--- src/rtl/bcc_pkg.sv ---
package bcc_pkg;
  typedef enum logic [2:0] {
    PH_IDLE, PH_ADDR, PH_DATA, PH_WAIT, PH_END, PH_HELD, PH_RECLAIM
  } busPhase_e;

  typedef struct packed {
    logic latchReq;
    logic captureRd;
    logic clrWait;
    logic incWait;
    logic setTimeout;
    logic strobeOn;
  } ctrlStrobe_t;
endpackage

--- src/rtl/bcc_ctrl.sv ---
module bcc_ctrl
  import bcc_pkg::*;
(
  input  logic        clk,
  input  logic        rstN,
  input  logic        reqStart,
  input  logic        busReady,
  input  logic        holdReq,
  input  logic        waitAtLimit,
  output ctrlStrobe_t strb,
  output logic        busDrvEn,
  output logic        holdAck,
  output logic        reqDone
);
  busPhase_e phase, phaseNext;

  always_ff @(posedge clk) begin
    if (!rstN) phase <= PH_IDLE;
    else       phase <= phaseNext;
  end

  always_comb begin
    phaseNext = phase;
    strb      = '0;
    unique case (phase)
      PH_IDLE: begin
        if (holdReq) phaseNext = PH_HELD;
        else if (reqStart) begin
          phaseNext     = PH_ADDR;
          strb.latchReq = 1'b1;
        end
      end
      PH_ADDR: begin
        phaseNext    = PH_DATA;
        strb.clrWait = 1'b1;
      end
      PH_DATA: begin
        strb.strobeOn = 1'b1;
        if (busReady) begin
          phaseNext      = PH_END;
          strb.captureRd = 1'b1;
        end else begin
          phaseNext = PH_WAIT;
        end
      end
      PH_WAIT: begin
        strb.strobeOn = 1'b1;
        if (busReady) begin
          phaseNext      = PH_END;
          strb.captureRd = 1'b1;
        end else if (waitAtLimit) begin
          phaseNext       = PH_END;
          strb.setTimeout = 1'b1;
        end else begin
          strb.incWait = 1'b1;
        end
      end
      PH_END: begin
        strb.strobeOn = 1'b1;
        phaseNext     = holdReq ? PH_HELD : PH_IDLE;
      end
      PH_HELD: begin
        if (!holdReq) phaseNext = PH_RECLAIM;
      end
      PH_RECLAIM: phaseNext = PH_IDLE;
      default:    phaseNext = PH_IDLE;
    endcase
  end

  assign busDrvEn = (phase != PH_HELD);
  assign holdAck  = (phase == PH_HELD);
  assign reqDone  = (phase == PH_END);
endmodule

--- src/rtl/bcc_datapath.sv ---
module bcc_datapath
  import bcc_pkg::*;
#(
  parameter int AW         = 16,
  parameter int DW         = 8,
  parameter int WAIT_LIMIT = 8
) (
  input  logic          clk,
  input  logic          rstN,
  input  ctrlStrobe_t   strb,
  input  logic [AW-1:0] reqAddr,
  input  logic [DW-1:0] reqWdata,
  input  logic          reqWrite,
  input  logic [DW-1:0] busRdata,
  output logic [AW-1:0] busAddr,
  output logic [DW-1:0] busWdata,
  output logic          busRd,
  output logic          busWr,
  output logic [DW-1:0] reqRdata,
  output logic          reqTimeout,
  output logic          waitAtLimit
);
  logic [AW-1:0] addrQ;
  logic [DW-1:0] wdataQ, rdataQ;
  logic          writeQ, timeoutQ;

  always_ff @(posedge clk) begin
    if (!rstN) begin
      addrQ    <= '0;
      wdataQ   <= '0;
      writeQ   <= 1'b0;
      rdataQ   <= '0;
      timeoutQ <= 1'b0;
    end else begin
      if (strb.latchReq) begin
        addrQ    <= reqAddr;
        wdataQ   <= reqWdata;
        writeQ   <= reqWrite;
        timeoutQ <= 1'b0;
      end
      if (strb.captureRd && !writeQ) rdataQ <= busRdata;
      if (strb.setTimeout) timeoutQ <= 1'b1;
    end
  end

  generate
    if (WAIT_LIMIT > 0) begin : g_limit
      localparam int CW = $clog2(WAIT_LIMIT + 1);
      localparam logic [CW-1:0] LAST = CW'(WAIT_LIMIT - 1);
      logic [CW-1:0] waitCnt;
      always_ff @(posedge clk) begin
        if (!rstN || strb.clrWait) waitCnt <= '0;
        else if (strb.incWait)     waitCnt <= waitCnt + 1'b1;
      end
      assign waitAtLimit = (waitCnt == LAST);
    end else begin : g_nolimit
      assign waitAtLimit = 1'b0;
    end
  endgenerate

  assign busAddr    = addrQ;
  assign busWdata   = wdataQ;
  assign busRd      = strb.strobeOn && !writeQ;
  assign busWr      = strb.strobeOn && writeQ;
  assign reqRdata   = rdataQ;
  assign reqTimeout = timeoutQ;
endmodule

--- src/rtl/busCycleCtl.sv ---
module busCycleCtl
  import bcc_pkg::*;
#(
  parameter int AW         = 16,
  parameter int DW         = 8,
  parameter int WAIT_LIMIT = 8
) (
  input  logic          clk,
  input  logic          rstN,
  input  logic          reqStart,
  input  logic          reqWrite,
  input  logic [AW-1:0] reqAddr,
  input  logic [DW-1:0] reqWdata,
  output logic [DW-1:0] reqRdata,
  output logic          reqDone,
  output logic          reqTimeout,
  output logic [AW-1:0] busAddr,
  output logic [DW-1:0] busWdata,
  input  logic [DW-1:0] busRdata,
  output logic          busRd,
  output logic          busWr,
  output logic          busDrvEn,
  input  logic          busReady,
  input  logic          holdReq,
  output logic          holdAck
);
  ctrlStrobe_t strb;
  logic        waitAtLimit;

  bcc_ctrl u_ctrl (
    .clk(clk), .rstN(rstN), .reqStart(reqStart), .busReady(busReady),
    .holdReq(holdReq), .waitAtLimit(waitAtLimit), .strb(strb),
    .busDrvEn(busDrvEn), .holdAck(holdAck), .reqDone(reqDone)
  );

  bcc_datapath #(.AW(AW), .DW(DW), .WAIT_LIMIT(WAIT_LIMIT)) u_dp (
    .clk(clk), .rstN(rstN), .strb(strb), .reqAddr(reqAddr),
    .reqWdata(reqWdata), .reqWrite(reqWrite), .busRdata(busRdata),
    .busAddr(busAddr), .busWdata(busWdata), .busRd(busRd), .busWr(busWr),
    .reqRdata(reqRdata), .reqTimeout(reqTimeout), .waitAtLimit(waitAtLimit)
  );
endmodule

--- config.mk ---
export PLATFORM = sky130hd
export DESIGN_NAME = busCycleCtl
export DESIGN_NICKNAME = d
export VERILOG_FILES = /design/src/rtl/bcc_pkg.sv /design/src/rtl/bcc_ctrl.sv /design/src/rtl/bcc_datapath.sv /design/src/rtl/busCycleCtl.sv
export SDC_FILE = /design/constraint.sdc
export NUM_CORES = 1
export LEC_CHECK = 0
export ABC_AREA = 1
export CELL_PAD_IN_SITES_DETAIL_PLACEMENT = 0
export CELL_PAD_IN_SITES_GLOBAL_PLACEMENT = 1
export CORE_MARGIN = 2
export CORE_UTILIZATION = 30
export DETAILED_ROUTE_END_ITERATION = 10
export MAX_ROUTING_LAYER = met4
export PLACE_DENSITY_LB_ADDON = 0.05
export SLEW_MARGIN = 20
export SYNTH_ARGS = -nofsm -noshare
export SYNTH_HDL_FRONTEND = slang
export SYNTH_SLANG_ARGS = --single-unit
--- constraint.sdc ---
create_clock -name clk -period 2.5 [get_ports clk]
set_input_delay 0.5 -clock clk [delete_from_list [all_inputs] [get_ports clk]]
set_output_delay 0.5 -clock clk [all_outputs]
set_load 0.005 [all_outputs]
[Word-level counts from Yosys, hierarchy flattened]
Index checks and enable logic that the tools add are counted.
Storage, ports and cells
  logic and storage cells: 50
  output and inout bits: 38
  memory bits (writable): 0
  memories: 0
  latch bits: 0
  input bits: 38
  register bits after elaboration: 41
  bits in read-only memories: 0
Cells by class
  div/mod/pow operators: 0
  shift-type cells: 0
  bitwise operators: 0
  add/subtract/negate cells: 1
  order comparisons: 0
  reductions and logical operators: 11
  eq/ne operators: 10
  muxes and demuxes: 21
  $mul: 0
Operator list (number)
  $mux W3: 7
  $pmux W3 S6: 1
  $mux W1: 11
  $eq A3 B2 Y1 const B: 2
  $eq A3 B3 Y1 const B: 2
  $ne A3 B3 Y1 const B: 2
  $add A4 B1 Y4 const B: 1
  $eq A4 B3 Y1 const B: 1
  $mux W2: 2
  $eq A3 B1 Y1 const B: 1
  $logic_and A1 B1 Y1: 3
  $logic_not A3 Y1: 1
  $ne A3 B2 Y1 const B: 1
  $reduce_and A3 Y1: 1
  $reduce_or A3 Y1: 1
  $logic_not A1 Y1: 2
  $ne A2 B2 Y1 const B: 1
  $reduce_bool A2 Y1: 1
  $reduce_or A2 Y1: 1
  $logic_or A1 B1 Y1: 1

[Longest topological paths before layout]
  depth after elaboration: 5
  depth in mapped cells: 7
  mapped depth without buffers: 7

[By module]
From an unflattened synthesis, not the netlist that was laid out.
Unflattened totals
  cell total of the unflattened synthesis: 225
  area total of the unflattened synthesis: 1634.1 µm²
Modules (own cells, without submodules)
  bcc_datapath: area an instance 1366.3 µm², instances 1, sequential area each 760.7 µm², cells an instance 175
  bcc_ctrl: area an instance 267.8 µm², instances 1, sequential area each 60.1 µm², cells an instance 50

[Worst setup path before layout]
No wires, ideal clock.
  kind: register to output
  start: register u_ctrl.phase[0]
  end: output port busRd
  stages on the path, launching flop included: 6
  arrival: 0.864 ns
  path buffers: 0
  path slack: 1.136 ns
  required time: 2.000 ns
  path through: dfxtp_1 inv_1 nand2_1 nor2_1 inv_2 a21oi_1
Between the ends
  word-level cells in the longest chain between the ends: 4
  elaborated cells on any way between the ends: 6
  classes of those cells: eq/ne: 3; mux: 1; reduce/logical: 2
RTL lines
  start: declaration: line bcc_ctrl.sv:15  | busPhase_e phase, phaseNext;
  start signal: assignment: line bcc_ctrl.sv:19  | else phase <= phaseNext;
  $eq A3 B3 Y1
  named net reqDone: line busCycleCtl.sv:15  | output logic reqDone,
  $reduce_or A3 Y1 (no source line)
  $mux W1: line bcc_ctrl.sv:25  | unique case (phase)
  $logic_and A1 B1 Y1: line bcc_datapath.sv:63  | assign busRd = strb.strobeOn && !writeQ;
  end: declaration: line busCycleCtl.sv:20  | output logic busRd,
The timed path passes the listed nets, and every way through them passes these cells.

[Worst setup path in the final report]
  start: register u_ctrl.phase[0]
  end: output port busWr
Between the ends
  word-level cells in the longest chain between the ends: 4
  elaborated cells on any way between the ends: 6
  classes of those cells: eq/ne: 3; mux: 1; reduce/logical: 2
RTL lines
  $eq A3 B3 Y1 / $eq A3 B2 Y1 (equally long branches): line bcc_ctrl.sv:25
  $reduce_or A3 Y1 (no source line) *
  $mux W1 *: line bcc_ctrl.sv:25
  $logic_and A1 B1 Y1 *: line bcc_datapath.sv:64  | assign busWr = strb.strobeOn && writeQ;
  end: declaration: line busCycleCtl.sv:21  | output logic busWr,
Every way passes the cells marked *; elsewhere a longest branch is shown, timed or not.

==> impl_summary.txt <==
----------------------------------------------------
[Detailed routing]
  Met1 routed wirelength after detailed routing ... 1.971 mm
  Met3 wire length ... 305 um
  Highest routing layer actually used ... met4
  Post-DRT Antenna Nets ... 0
  Vias per Instance ... 4.474
  Count of TritonRoute iterations in the first routing pass ... 4
  WL met2 ... 1.810 mm
  Detailed-route DRC error count ... 0
  Count of vias placed by the detailed router ... 1642
  DRC marker count from the first detailed-route iteration ... 60
  Average wire per cell in the routed design ... 11.32 um
  Post-detailed-routing wire length ... 4.154 mm

[Power]
  Switching part of the total ... 0.3067
  Gate power share ... 0.346
  Static Leakage ... 1.010 nW
  Sequential share of power ... 0.399
  Power share of the clock group ... 0.255
  P_int ... 1.498 mW
  Power Dens Cells ... 835.9 nW/um^2
  Worst VDD drop ... 350.7 uV
  Net switching power ... 0.6627 mW

[Layout]
  Core utilization of the finished layout ... 0.4998
  Signed area change from the synthesized netlist to the final layout ... 58.44%
  Fill cell instance count of the final layout ... 526
  Fraction of final layout cells sized beyond drive strength 1 ... 0.07071
  Final Cell Area ... 2585 sq um
  Antenna diodes ... 0
  Post-Layout Cell Count ... 367
  Total number of nets in the final design ... 335

[Synthesis]
  Count of cell types in the netlist ... 21
  Syn nets ... 257
  Number of synthesized register bits ... 41
  Netlist area before placement ... 1632 sq um
  Portion of the post-synthesis area used by sequential elements ... 0.5031
  Synthesized area per cell ... 7.484 sq um
  Post-Synthesis Cells ... 218
  Cell type contributing the most total cell area after synthesis ... dfxtp_1
  Yosys Warn Count ... 0
  Area contributors post-synth ... dfxtp_1 50%, nor2_1 17%, o21ai_1 10%
  Top-area cell type share of the netlist area ... 0.5031

[Worst hold path]
  Path class of the lowest-slack min-delay path ... flip-flop to flip-flop
  Hold Path End ... u_dp.reqTimeout
  Hold path cells ... 2
  Worst hold path startpoint ... u_dp.reqTimeout

[Setup path]
  Setup slack of the worst register-to-register path ... 1.08 ns
  Worst Path Required ... 2.00 ns
  Crit path max-delay cell type ... clkdlybuf4s50_1
  Length in cells of the worst reg-to-reg path ... 6
  Kind of critical path ... flip-flop to output pin
  R2R Path End ... u_dp.reqRdata[6]
  Data arrival time of the critical path ... 1.75 ns
  Worst reg2reg path startpoint ... u_ctrl.phase[2]
  Startpoint types ... flip-flop
  Largest fanout on the critical path ... 6
  CP cell instances ... inv_1 -> nand2_1 -> nor2_1 -> inv_2 -> a21oi_1 -> clkdlybuf4s50_1
  Crit-path max cell delay ... 0.51 ns
  Worst Setup End Kind ... output pin

[Place]
  Post-placement cell area ... 2469 sq um
  Post-DP HPWL ... 3.020 mm
  Pre-CTS setup slack ... 0.5621 ns
  Placer Congestion ... 0.8056
  Placed cell count ... 359
  Number of port buffers ... 75

[Die]
  Core ar. ... 5172 sq um
  Total Die Area ... 6044 sq um
  Die Span Y ... 77.75 um
  Starting utilization of the core area ... 0.3154
  # IOs ... 76
  Number of standard-cell rows in the floorplan ... 26
  Die W ... 77.75 um

[STA]
  Total negative slack ... 0 ns
  Worst setup slack after layout ... 0.2547 ns
  Minimum period implied by the final worst setup slack ... 2.245 ns
  Max frequency ... 0.4454 GHz
  Final clock skew ... 0.004768 ns
  Final Hold Viols ... 0
  Unrepaired setup endpoints after global routing ... false
  Share of the cycle needed by the critical path after routing ... 0.8981
  Normalized max-slew margin ... 0.6212
  Worst-margin pin slew ... 0.5665 ns
  Max Slew Vio Count ... 0
  Setup violation total in the final timing report ... 0

[Clock network]
  Worst-skew pair later-pin latency ... 0.29 ns
  Clock net sink count ... 41
  Depth of the CTS H-tree ... 2
  Post-CTS Setup Repair Bufs ... 0
  Number of buffers created by CTS ... 5
  CTS tree ... built
  # resized after CTS ... 0
  Post-CTS clock slew at the launch and capture registers of the worst setup and hold paths ... 0.08 ns
  Hold-fix buffers at CTS ... 0
  Worst-case clock buffer depth ... 2
  Cell at the root of the clock tree ... clkbuf_8

[Run]
  Total of max-cap violations ... 0

[GRT]
  Global-route wire length before repair ... 7.176 mm
  Vias in the first global route ... 1526
  Largest net degree at the start of global routing ... 25
  Number of antenna violations at the first check in global routing ... 0
  Gr ovfl total ... 0
  Overall Global Routing Usage ... 0.1523

[Run status]
  Status ... finished, final reports clean

----------------------------------------------------
-- cell usage in the layout (no fill, tap or decap), drive strengths merged --
cell,instances
clkdlybuf4s50,75
a21oi,10
nand2,18
buf,3
bufinv,1
o21ai,36
nand4,5
xor2,1
nor2,75
or2,1
nand3,8
clkbuf,7
inv,14
nor3,1
dfxtp,41
ha,1
-- critical path, delay by kind of cell, from the launching register on --
family                 cells  cell delay (ns)
buffers and inverters      3             0.69
and+or+nand+nor            2             0.26
DFF                        1             0.38
AOI/OAI and AO/OA          1             0.12
-- registers in the layout, indices dropped and copies added (netlist names) --
register and count:
u_dp.g_limit.waitCnt 4, u_dp.busWdata 8, u_dp.reqRdata 8, u_dp.busAddr 16, u_dp.writeQ 1, u_ctrl.phase 3
u_dp.reqTimeout 1
-- power by group through the flow --
stage          Clock, mW  Combinational [mW]  Sequential [mW]
3_3_place_gp           0               0.762            0.876
4_1_cts            0.572               0.760            0.863
3_5_place_dp           0               0.758            0.878
2_1_floorplan          0               0.376            0.879
6_report           0.550               0.748            0.863
5_1_grt            0.602               0.840            0.885
-- kinds of logic after synthesis --
group | share of synthesized area
and+or+nand+nor | 0.2883
AOI/OAI and AO/OA | 0.1411
DFF | 0.5031
buffers and inverters | 0.05444
xor gates and xnor gates | 0.005369
adders and majority gates | 0.007667
-- cells in the mapped netlist --
cell type  count
nand4_1        4
ha_1           1
buf_4          2
nand2_1       17
nand3_2        1
xor2_1         1
buf_2          2
nand3_1        7
clkbuf_1       3
inv_1          9
or2_0          1
o21ai_0        3
a21oi_1       10
nor3_4         1
o21ai_1       33
nand2_2        1
dfxtp_1       41
inv_2          5
nand4_4        1
nor2_1        73
nor2_2         2
-- layer usage --
metal  up-vias  track usage
met5         -            -
met4         0      0.05714
met3         9      0.04535
met2        54       0.2207
met1       714       0.2000
li1        865            -
-- through the flow --
step / hold slack (ns) / power [mW]
after floorplan: 0.4438 / 1.255
after global placement: 0.4594 / 1.638
after detailed placement: 0.4632 / 1.636
after CTS: 0.4752 / 2.195
after global routing: 0.5006 / 2.327
final: 0.4717 / 2.161
-- area by class of cell --
| type | count | area, sq um | share of cell area |
|---|---|---|---|
| Sequential cell | 41 | 820.8 | 0.3175 |
| Timing Repair Buffer | 78 | 785.8 | 0.3040 |
| Multi-Input combinational cell | 156 | 721.9 | 0.2793 |
| Tap cell | 70 | 87.58 | 0.03388 |
| Clock buffer | 7 | 86.33 | 0.03340 |
| Inverter | 14 | 52.55 | 0.02033 |
| Clock inverter | 1 | 30.03 | 0.01162 |
-- worst max-delay path by stage --
stage	startpoint	endpoint	slack (ns)	cells after the start
floorplan	u_ctrl.phase[0]	busRd	1.14	5
global placement	u_ctrl.phase[0]	busWr	0.55	6
detailed placement	busReady	u_dp.reqRdata[3]	0.56	6
CTS	u_ctrl.phase[0]	busWr	0.23	6
global route	u_ctrl.phase[0]	busRd	0.13	6
finish	u_ctrl.phase[0]	busWr	0.25	6
Power figures use the tool's default switching activity.
